===== src/rtl/spi_byte_pkg.sv =====
package spi_byte_pkg;
  localparam int unsigned ADDR_W = 5;
  localparam int unsigned BYTE_W = 8;

  // register offsets (software decodes these)
  localparam logic [ADDR_W-1:0] OFS_CTL  = 5'h00;
  localparam logic [ADDR_W-1:0] OFS_AUX  = 5'h01;
  localparam logic [ADDR_W-1:0] OFS_BAUD = 5'h04;
  localparam logic [ADDR_W-1:0] OFS_STAT = 5'h05;
  localparam logic [ADDR_W-1:0] OFS_DATA = 5'h09;
  localparam logic [ADDR_W-1:0] OFS_PORT = 5'h0D;
  localparam logic [ADDR_W-1:0] OFS_DDIR = 5'h10;

  // control bit positions
  localparam int unsigned C_IE   = 7;
  localparam int unsigned C_EN   = 6;
  localparam int unsigned C_MS   = 4;
  localparam int unsigned C_CPOL = 3;
  localparam int unsigned C_CPHA = 2;
  localparam int unsigned C_SSOE = 1;
  localparam int unsigned C_LSBF = 0;
  localparam logic [BYTE_W-1:0] CTL_MASK = 8'hDF;

  // status bit positions
  localparam int unsigned S_DONE = 7;
  localparam int unsigned S_WCOL = 6;
  localparam int unsigned S_MODF = 4;

  localparam int unsigned SS_BIT       = 3;
  localparam int unsigned BAUD_PRE_LSB = 4;

  typedef struct packed {
    logic cpol;
    logic cpha;
    logic lsbf;
  } spi_mode_t;
endpackage


===== src/rtl/spi_baud_gen.sv =====
module spi_baud_gen #(
  parameter int PRE_W = 3,
  parameter int EXP_W = 3
) (
  input  logic             clk,
  input  logic             rst,
  input  logic             run_i,
  input  logic [PRE_W-1:0] pre_i,
  input  logic [EXP_W-1:0] exp_i,
  output logic             tick_o
);
  localparam int CNT_W = PRE_W + (1 << EXP_W);

  logic [CNT_W-1:0] half_w;
  logic [CNT_W-1:0] cnt_q;
  logic             tick_q;

  assign half_w = (CNT_W'(pre_i) + CNT_W'(1)) << exp_i;

  always_ff @(posedge clk) begin
    if (rst || !run_i) begin
      cnt_q  <= '0;
      tick_q <= 1'b0;
    end else if (cnt_q == half_w - CNT_W'(1)) begin
      cnt_q  <= '0;
      tick_q <= 1'b1;
    end else begin
      cnt_q  <= cnt_q + CNT_W'(1);
      tick_q <= 1'b0;
    end
  end

  assign tick_o = tick_q;

  // divider only produces edges for a running exchange
  assert_tick_when_run_R4: assert property (@(posedge clk) disable iff (rst)
    tick_o |-> $past(run_i));
endmodule


===== src/rtl/spi_shift_core.sv =====
module spi_shift_core
  import spi_byte_pkg::*;
#(
  parameter int WORD_W = 8
) (
  input  logic              clk,
  input  logic              rst,
  input  logic              start_i,
  input  logic              abort_i,
  input  logic              tick_i,
  input  spi_mode_t         mode_i,
  input  logic [WORD_W-1:0] tx_i,
  input  logic              miso_i,
  output logic              busy_o,
  output logic              done_o,
  output logic [WORD_W-1:0] rx_o,
  output logic              sck_o,
  output logic              mosi_o
);
  localparam int EDGE_N = 2 * WORD_W;
  localparam int EC_W   = $clog2(EDGE_N);

  spi_mode_t         mode_q;
  logic              busy_q, done_q, sck_q;
  logic [WORD_W-1:0] tx_q, rx_q;
  logic [EC_W-1:0]   ec_q;
  logic              lead_w, sample_w, shift_w;

  assign lead_w   = ~ec_q[0];
  assign sample_w = mode_q.cpha ? ~lead_w : lead_w;
  assign shift_w  = mode_q.cpha ? (lead_w && ec_q != '0) : ~lead_w;

  always_ff @(posedge clk) begin
    if (rst) begin
      mode_q <= '0;
      busy_q <= 1'b0;
      done_q <= 1'b0;
      sck_q  <= 1'b0;
      tx_q   <= '0;
      rx_q   <= '0;
      ec_q   <= '0;
    end else begin
      done_q <= 1'b0;
      if (abort_i) begin
        busy_q <= 1'b0;
        ec_q   <= '0;
        sck_q  <= mode_q.cpol;
      end else if (start_i && !busy_q) begin
        busy_q <= 1'b1;
        mode_q <= mode_i;
        tx_q   <= tx_i;
        ec_q   <= '0;
        sck_q  <= mode_i.cpol;
      end else if (busy_q && tick_i) begin
        sck_q <= ~sck_q;
        if (sample_w)
          rx_q <= mode_q.lsbf ? {miso_i, rx_q[WORD_W-1:1]} : {rx_q[WORD_W-2:0], miso_i};
        if (shift_w)
          tx_q <= mode_q.lsbf ? (tx_q >> 1) : (tx_q << 1);
        if (ec_q == EC_W'(EDGE_N - 1)) begin
          busy_q <= 1'b0;
          done_q <= 1'b1;
          ec_q   <= '0;
        end else begin
          ec_q <= ec_q + EC_W'(1);
        end
      end else if (!busy_q) begin
        sck_q <= mode_i.cpol;
      end
    end
  end

  assign busy_o = busy_q;
  assign done_o = done_q;
  assign rx_o   = rx_q;
  assign sck_o  = sck_q;
  assign mosi_o = mode_q.lsbf ? tx_q[0] : tx_q[WORD_W-1];

  assert_done_single_R3: assert property (@(posedge clk) disable iff (rst)
    done_o |=> !done_o);
  assert_sck_idle_end_R5: assert property (@(posedge clk) disable iff (rst)
    $fell(busy_q) |-> (sck_q == mode_q.cpol));
endmodule


===== src/rtl/spi_byte_master.sv =====
module spi_byte_master
  import spi_byte_pkg::*;
#(
  parameter int PRE_W = 3,
  parameter int EXP_W = 3
) (
  input  logic              clk,
  input  logic              rst,
  input  logic [ADDR_W-1:0] bus_addr_i,
  input  logic              bus_wr_i,
  input  logic              bus_rd_i,
  input  logic [BYTE_W-1:0] bus_wdata_i,
  output logic [BYTE_W-1:0] bus_rdata_o,
  output logic              sck_o,
  output logic              mosi_o,
  input  logic              miso_i,
  input  logic              ss_n_i,
  output logic              ss_n_o,
  output logic [BYTE_W-1:0] port_o,
  output logic [BYTE_W-1:0] port_oe_o,
  output logic              irq_done_o,
  output logic              irq_fault_o
);
  logic [BYTE_W-1:0] ctl_q, aux_q, port_q, ddir_q, rxbuf_q, rdata_q;
  logic [PRE_W-1:0]  pre_q;
  logic [EXP_W-1:0]  exp_q;
  logic f_done_q, f_wcol_q, f_modf_q;
  logic seen_done_q, seen_wcol_q, seen_modf_q;

  logic wr_ctl, wr_data, rd_stat, rd_data;
  logic en_master, fault_w, start_w;
  logic core_busy, core_done, tick_w;
  logic [BYTE_W-1:0] core_rx, stat_w, baud_rd_w;
  spi_mode_t mode_w;

  assign wr_ctl  = bus_wr_i && (bus_addr_i == OFS_CTL);
  assign wr_data = bus_wr_i && (bus_addr_i == OFS_DATA);
  assign rd_stat = bus_rd_i && (bus_addr_i == OFS_STAT);
  assign rd_data = bus_rd_i && (bus_addr_i == OFS_DATA);

  assign en_master = ctl_q[C_EN] & ctl_q[C_MS];
  assign fault_w   = en_master & ~ctl_q[C_SSOE] & ~ss_n_i;
  assign start_w   = wr_data & en_master & ~core_busy & ~fault_w;

  always_comb begin
    mode_w.cpol = ctl_q[C_CPOL];
    mode_w.cpha = ctl_q[C_CPHA];
    mode_w.lsbf = ctl_q[C_LSBF];
    stat_w = '0;
    stat_w[S_DONE] = f_done_q;
    stat_w[S_WCOL] = f_wcol_q;
    stat_w[S_MODF] = f_modf_q;
    baud_rd_w = '0;
    baud_rd_w[BAUD_PRE_LSB +: PRE_W] = pre_q;
    baud_rd_w[0 +: EXP_W] = exp_q;
  end

  spi_baud_gen #(.PRE_W(PRE_W), .EXP_W(EXP_W)) baud_i (
    .clk(clk), .rst(rst), .run_i(core_busy),
    .pre_i(pre_q), .exp_i(exp_q), .tick_o(tick_w)
  );

  spi_shift_core #(.WORD_W(BYTE_W)) core_i (
    .clk(clk), .rst(rst), .start_i(start_w), .abort_i(fault_w),
    .tick_i(tick_w), .mode_i(mode_w), .tx_i(bus_wdata_i), .miso_i(miso_i),
    .busy_o(core_busy), .done_o(core_done), .rx_o(core_rx),
    .sck_o(sck_o), .mosi_o(mosi_o)
  );

  // configuration registers
  always_ff @(posedge clk) begin
    if (rst) begin
      ctl_q  <= '0;
      aux_q  <= '0;
      pre_q  <= '0;
      exp_q  <= '0;
      port_q <= '0;
      ddir_q <= '0;
    end else begin
      if (fault_w) begin
        ctl_q[C_EN] <= 1'b0;
        ctl_q[C_MS] <= 1'b0;
      end else if (wr_ctl) begin
        ctl_q <= bus_wdata_i & CTL_MASK;
      end
      if (bus_wr_i && bus_addr_i == OFS_AUX)  aux_q  <= bus_wdata_i;
      if (bus_wr_i && bus_addr_i == OFS_PORT) port_q <= bus_wdata_i;
      if (bus_wr_i && bus_addr_i == OFS_DDIR) ddir_q <= bus_wdata_i;
      if (bus_wr_i && bus_addr_i == OFS_BAUD) begin
        pre_q <= bus_wdata_i[BAUD_PRE_LSB +: PRE_W];
        exp_q <= bus_wdata_i[0 +: EXP_W];
      end
    end
  end

  // flags with two-step clears; a new event wins over a clear
  always_ff @(posedge clk) begin
    if (rst) begin
      f_done_q    <= 1'b0;
      f_wcol_q    <= 1'b0;
      f_modf_q    <= 1'b0;
      seen_done_q <= 1'b0;
      seen_wcol_q <= 1'b0;
      seen_modf_q <= 1'b0;
      rxbuf_q     <= '0;
    end else begin
      if (core_done) rxbuf_q <= core_rx;
      f_done_q <= core_done | (f_done_q & ~(rd_data & seen_done_q));
      f_wcol_q <= (wr_data & core_busy) | (f_wcol_q & ~(rd_data & seen_wcol_q));
      f_modf_q <= fault_w | (f_modf_q & ~(wr_ctl & seen_modf_q));
      if (rd_stat) begin
        seen_done_q <= f_done_q;
        seen_wcol_q <= f_wcol_q;
        seen_modf_q <= f_modf_q;
      end else begin
        if (rd_data) begin
          seen_done_q <= 1'b0;
          seen_wcol_q <= 1'b0;
        end
        if (wr_ctl && !fault_w) seen_modf_q <= 1'b0;
      end
    end
  end

  // registered read port
  always_ff @(posedge clk) begin
    if (rst) begin
      rdata_q <= '0;
    end else if (bus_rd_i) begin
      case (bus_addr_i)
        OFS_CTL:  rdata_q <= ctl_q;
        OFS_AUX:  rdata_q <= aux_q;
        OFS_BAUD: rdata_q <= baud_rd_w;
        OFS_STAT: rdata_q <= stat_w;
        OFS_DATA: rdata_q <= rxbuf_q;
        OFS_PORT: rdata_q <= port_q;
        OFS_DDIR: rdata_q <= ddir_q;
        default:  rdata_q <= '0;
      endcase
    end
  end

  assign bus_rdata_o = rdata_q;
  assign port_o      = port_q;
  assign port_oe_o   = ddir_q;
  assign ss_n_o      = ddir_q[SS_BIT] ? port_q[SS_BIT] : 1'b1;
  assign irq_done_o  = ctl_q[C_IE] & f_done_q;
  assign irq_fault_o = ctl_q[C_IE] & f_modf_q;

  assert_no_start_disabled_R3: assert property (@(posedge clk) disable iff (rst)
    !en_master |=> !$rose(core_busy));
  assert_done_hold_R8: assert property (@(posedge clk) disable iff (rst)
    (f_done_q && !(rd_data && seen_done_q)) |=> f_done_q);
  assert_wcol_flag_R9: assert property (@(posedge clk) disable iff (rst)
    (wr_data && core_busy) |=> f_wcol_q);
  assert_modf_halt_R10: assert property (@(posedge clk) disable iff (rst)
    fault_w |=> (f_modf_q && !ctl_q[C_EN] && !ctl_q[C_MS] && !core_busy));
endmodule


===== config.mk =====
export PLATFORM = sky130hd
export DESIGN_NAME = spi_byte_master
export DESIGN_NICKNAME = d
export VERILOG_FILES = /design/src/rtl/spi_byte_pkg.sv /design/src/rtl/spi_baud_gen.sv /design/src/rtl/spi_shift_core.sv /design/src/rtl/spi_byte_master.sv
export SDC_FILE = /design/constraint.sdc
export NUM_CORES = 1
export LEC_CHECK = 0
export BUFFER_PORTS_ARGS = -buffer_cell sky130_fd_sc_hd__buf_4
export CORE_MARGIN = 3
export CORE_UTILIZATION = 45
export DETAILED_ROUTE_END_ITERATION = 6
export GPL_TIMING_DRIVEN = 0
export HOLD_SLACK_MARGIN = 0.12
export SKIP_CTS_REPAIR_TIMING = 1
export SYNTH_ARGS = -nofsm -noshare
export SYNTH_HDL_FRONTEND = slang
export SYNTH_HIERARCHICAL = 1
export SYNTH_SLANG_ARGS = --single-unit

===== constraint.sdc =====
create_clock -name clk -period 4.95 [get_ports clk]
set_input_delay 0.2475 -clock clk [delete_from_list [all_inputs] [get_ports clk]]
set_output_delay 0.2475 -clock clk [all_outputs]
set_load 0.01 [all_outputs]

==> summary.md <==
| Metric | Value |
|---|---|
| Outcome | completed |
| Main combinational cell family by area after synthesis | simple AND/OR/NAND/NOR gates |
| Largest net degree at the start of global routing | 20 |
| Remaining antenna violation count after routing | 0 |
| Synth Area in Compound Gates | about a fifth |
| Final setup vio count | 0 |
| Gr ovfl total | 0 |
| IO Port Bufs | 45 |
| Reg2reg setup slack | 1610 ps |
| DR top layer | met4 |
| Diodes inserted | 0 |
| Clock network fraction of total power | 45.4% |
| CP Class | reg -> reg |
| Clk slew on worst S/H paths | 70 ps |
| Combinational share of power | 6.8% |
| Startpoint class of the critical path | flop |
| Gpl congestion | 0.889 |
| IO Pins | 48 |
| CP most frequent cell | nand2_1 |
| Hold Path Depth | 2 |
| Metal2 WL | 7.16 mm |
| Crit-path cells | ha_1 > nand2b_1 > buf_2 > nand2_1 > nand2_1 > ha_1 > buf_1 > nand2_1 > or4_1 > a21oi_1 > a311oi_2 > a2111oi_4 > buf_4 > nor2_1 |
| Pint | 1.23 mW |
| Synth cell types | 86 |
| Post-synth EDFFs | 0 |
| RR Endpoint | baud_i/cnt_q[10] |
| Number of cell rows | 39 |
| Tcrit/Tclk final | 67.4% |
| Hold path start | rst |
| Synthesized Nets | 673 |
| Fin Hold WS | 158 ps |
| Synth Flop Type | dfxtp_1 |
| CTS Buf Count | 9 |
| Most frequent cells in the layout | dfxtp_1 (97), nand2_1 (76), nor2_1 (68), a21oi_1 (53), buf_4 (47) |
| Initial core utilization | 47.0% |
| Met1 Routed Length | 7.35 mm |
| Xor and xnor area share after synthesis | 4.46% |
| Worst min path class | in -> reg |
| Synthesis Warnings | 6 |
| All-layer global routing usage | around a quarter |
| Final instance area | 6310 sq um |
| Max H-tree Level | 3 |
| Filler cell count | 1121 |
| Placed cell area | 5990 sq um |
| Post-route DRC | 0 |
| DP Wirelength | 11.6 mm |
| TritonRoute pass-1 iters | 6 |
| Via/cell ratio | around 5.9 |
| Period minus WS final | roughly 3300 ps |
| Vias in the first global route | 4743 |
| Sw frac | 25.2% |
| Cells after Synth | 649 |
| Mapped cell area | ~5500 sq um |
| Hold endpoint | core_i/busy_o |
| Achievable frequency | 300 MHz |
| Required @ worst endpoint | around 5200 ps |
| Final Hold Vio Count | 0 |
| Die W | 116 um |
| Slew HR | about two fifths |
| R2r worst-path depth | 14 |
| Clock sinks | 97 |
| CTS Buffer Depth | 2 |
| Maximum capacitance violations | 0 |
| Worst Path Max Fanout | 10 |
| RSZ-0062 raised after global routing | false |
| Buf/Inv on CP | 3 |
| Nets | 729 |
| Drt first-iter violations | 375 |
| Height of the chip | 116 um |
| Slowest stage cell on the critical path | dfxtp_1 |
| Synthesized area per cell | 8.44 sq um |
| PD cells | 260 nW/um^2 |
| Async SR Flop Fraction | 0% |
| Area delta synth->final | 15.2% |
| Final wirelength | 15.7 mm |
| Most common cell after layout, fill and taps aside | dfxtp_1 |
| Peak per-stage delay on the critical path | 480 ps |
| Vias | 5014 |
| WP depth | 14 |
| Mux cell area share after synthesis | a little under a tenth |
| Post-synthesis sequential area ratio | 35.5% |
| Antenna violations before repair | 0 |
| Clk_lat worst skew | 350 ps |
| CP top delay family | simple AND/OR/NAND/NOR gates |
| P_leak | 2.22 nW |
| Slew Viols, Final | 0 |
| Total Neg Setup Slack | 0 ps |
| Peak supply drop | 198 uV |
| Met3 WL | 1.00 mm |
| Adder-Cell Fraction of Synth Area | roughly 1.1% |
| Simple-gate area share of the yosys netlist | 24.1% |
| Share of layout cells above drive strength 1 | 16.8% |
| Die area | 13500 sq um |
| Clk_skew | 12.5 ps |
| Wire per inst | 18.4 um |
| Critical Path AT | 3580 ps |
| Overall Power | roughly 1.6 mW |
| First-pass GRT wire length | 24.8 mm |
| Net Switching | 0.413 mW |
| CTS root buffer | clkbuf_16 |
| Crit path capture type | flop |
| CTS tree | yes |
| Sequential power share | ~48% |
| Total core area | 11700 sq um |
| Worst-margin pin slew | 901 ps |
| Reg-to-reg startpoint | pre_q[1] |
| Number of synthesized register bits | 97 |
## metrics by stage
stage	worst slack [ps]	util, %	std cells
after floorplan	2130	-	649
after global placement	1690	51.4	837
after detailed placement	1610	51.4	837
after CTS	1600	54.1	853
after global routing	1350	54.1	853
final	1610	54.1	853
## cell type report
cell class | count | area [sq um] | area share (%)
Buffer | 43 | 240 | 3.81
Clock buffer | 9 | 225 | 3.57
Clock inverter | 7 | 92.6 | 1.47
Inverter | 12 | 45.0 | 0.714
Multi-Input combinational cell | 497 | 3250 | 51.5
Sequential cell | 97 | 1940 | 30.8
Tap cell | 143 | 179 | 2.84
Timing Repair Buffer | 45 | 338 | 5.35
## per-layer routing
metal	vias up	track usage (%)
li1	2463	-
met1	2406	32.2
met2	129	37.8
met3	16	4.82
met4	0	6.26
met5	-	0
## power by group through the flow
stage                     logic [mW]  clock network [mW]  registers [mW]
after global routing           0.120               0.784           0.784
after detailed placement       0.110                   0           0.802
final                          0.112               0.745           0.784
after CTS                      0.111               0.754           0.784
after floorplan               0.0637                   0           0.802
after global placement         0.109                   0           0.802
## state kept, by name (all words and copies together), names as in the netlist, 3 cells and up
name           cells
aux_q              8
baud_i/cnt_q      11
bus_rdata_o        8
core_i/ec_q        4
core_i/mode_q      3
core_i/rx_o        8
core_i/tx_q        8
ctl_q              7
exp_q              3
port_o             8
port_oe_o          8
pre_q              3
rxbuf_q            8
## worst register-to-register path, cell delays in order (launching register included)
cell and delay (ps):
dfxtp_1 480, ha_1 340, nand2b_1 90, buf_2 190, nand2_1 100, nand2_1 80, ha_1 130, buf_1 280
nand2_1 140, or4_1 410, a21oi_1 170, a311oi_2 80, a2111oi_4 450, buf_4 240, nor2_1 60
## worst max path at each step
stage,start,endpoint
2_1_floorplan,pre_q[1],baud_i/cnt_q[10]
3_3_place_gp,pre_q[1],baud_i/cnt_q[4]
3_5_place_dp,pre_q[1],baud_i/cnt_q[10]
4_1_cts,pre_q[1],baud_i/cnt_q[10]
5_1_grt,pre_q[1],baud_i/cnt_q[10]
6_report,pre_q[1],baud_i/cnt_q[10]
## cell usage after synthesis, types with 4 or more instances
cell type	instances	area (sq um)
o211ai_1	4	30.0
a221oi_1	4	35.0
buf_1	5	18.8
nand2_1	76	285
nor2b_1	7	43.8
xnor2_1	20	175
inv_1	12	45.0
buf_2	15	75.1
a211oi_1	10	75.1
o21ai_0	23	115
buf_6	7	78.8
clkbuf_1	14	52.6
nor3_1	10	50.1
a21oi_1	53	265
nand3_1	36	180
a31oi_1	4	25.0
nor2_1	68	255
xor2_1	6	52.6
mux2_2	5	56.3
o2111ai_1	6	52.6
nand2b_1	11	68.8
nand4_1	5	31.3
mux2i_1	45	450
ha_1	5	62.6
o32ai_1	4	35.0
nand3b_1	6	45.0
and2_1	6	37.5
dfxtp_1	97	1940
## logic make-up after synthesis
kind of cell	after synthesis
and+or+nand+nor	261
DFF	97
AOI/OAI and AO/OA	153
buffers and inverters	55
adders and majority gates	5
muxes	51
xor gates and xnor gates	27
(Power assumes the default switching activity.)
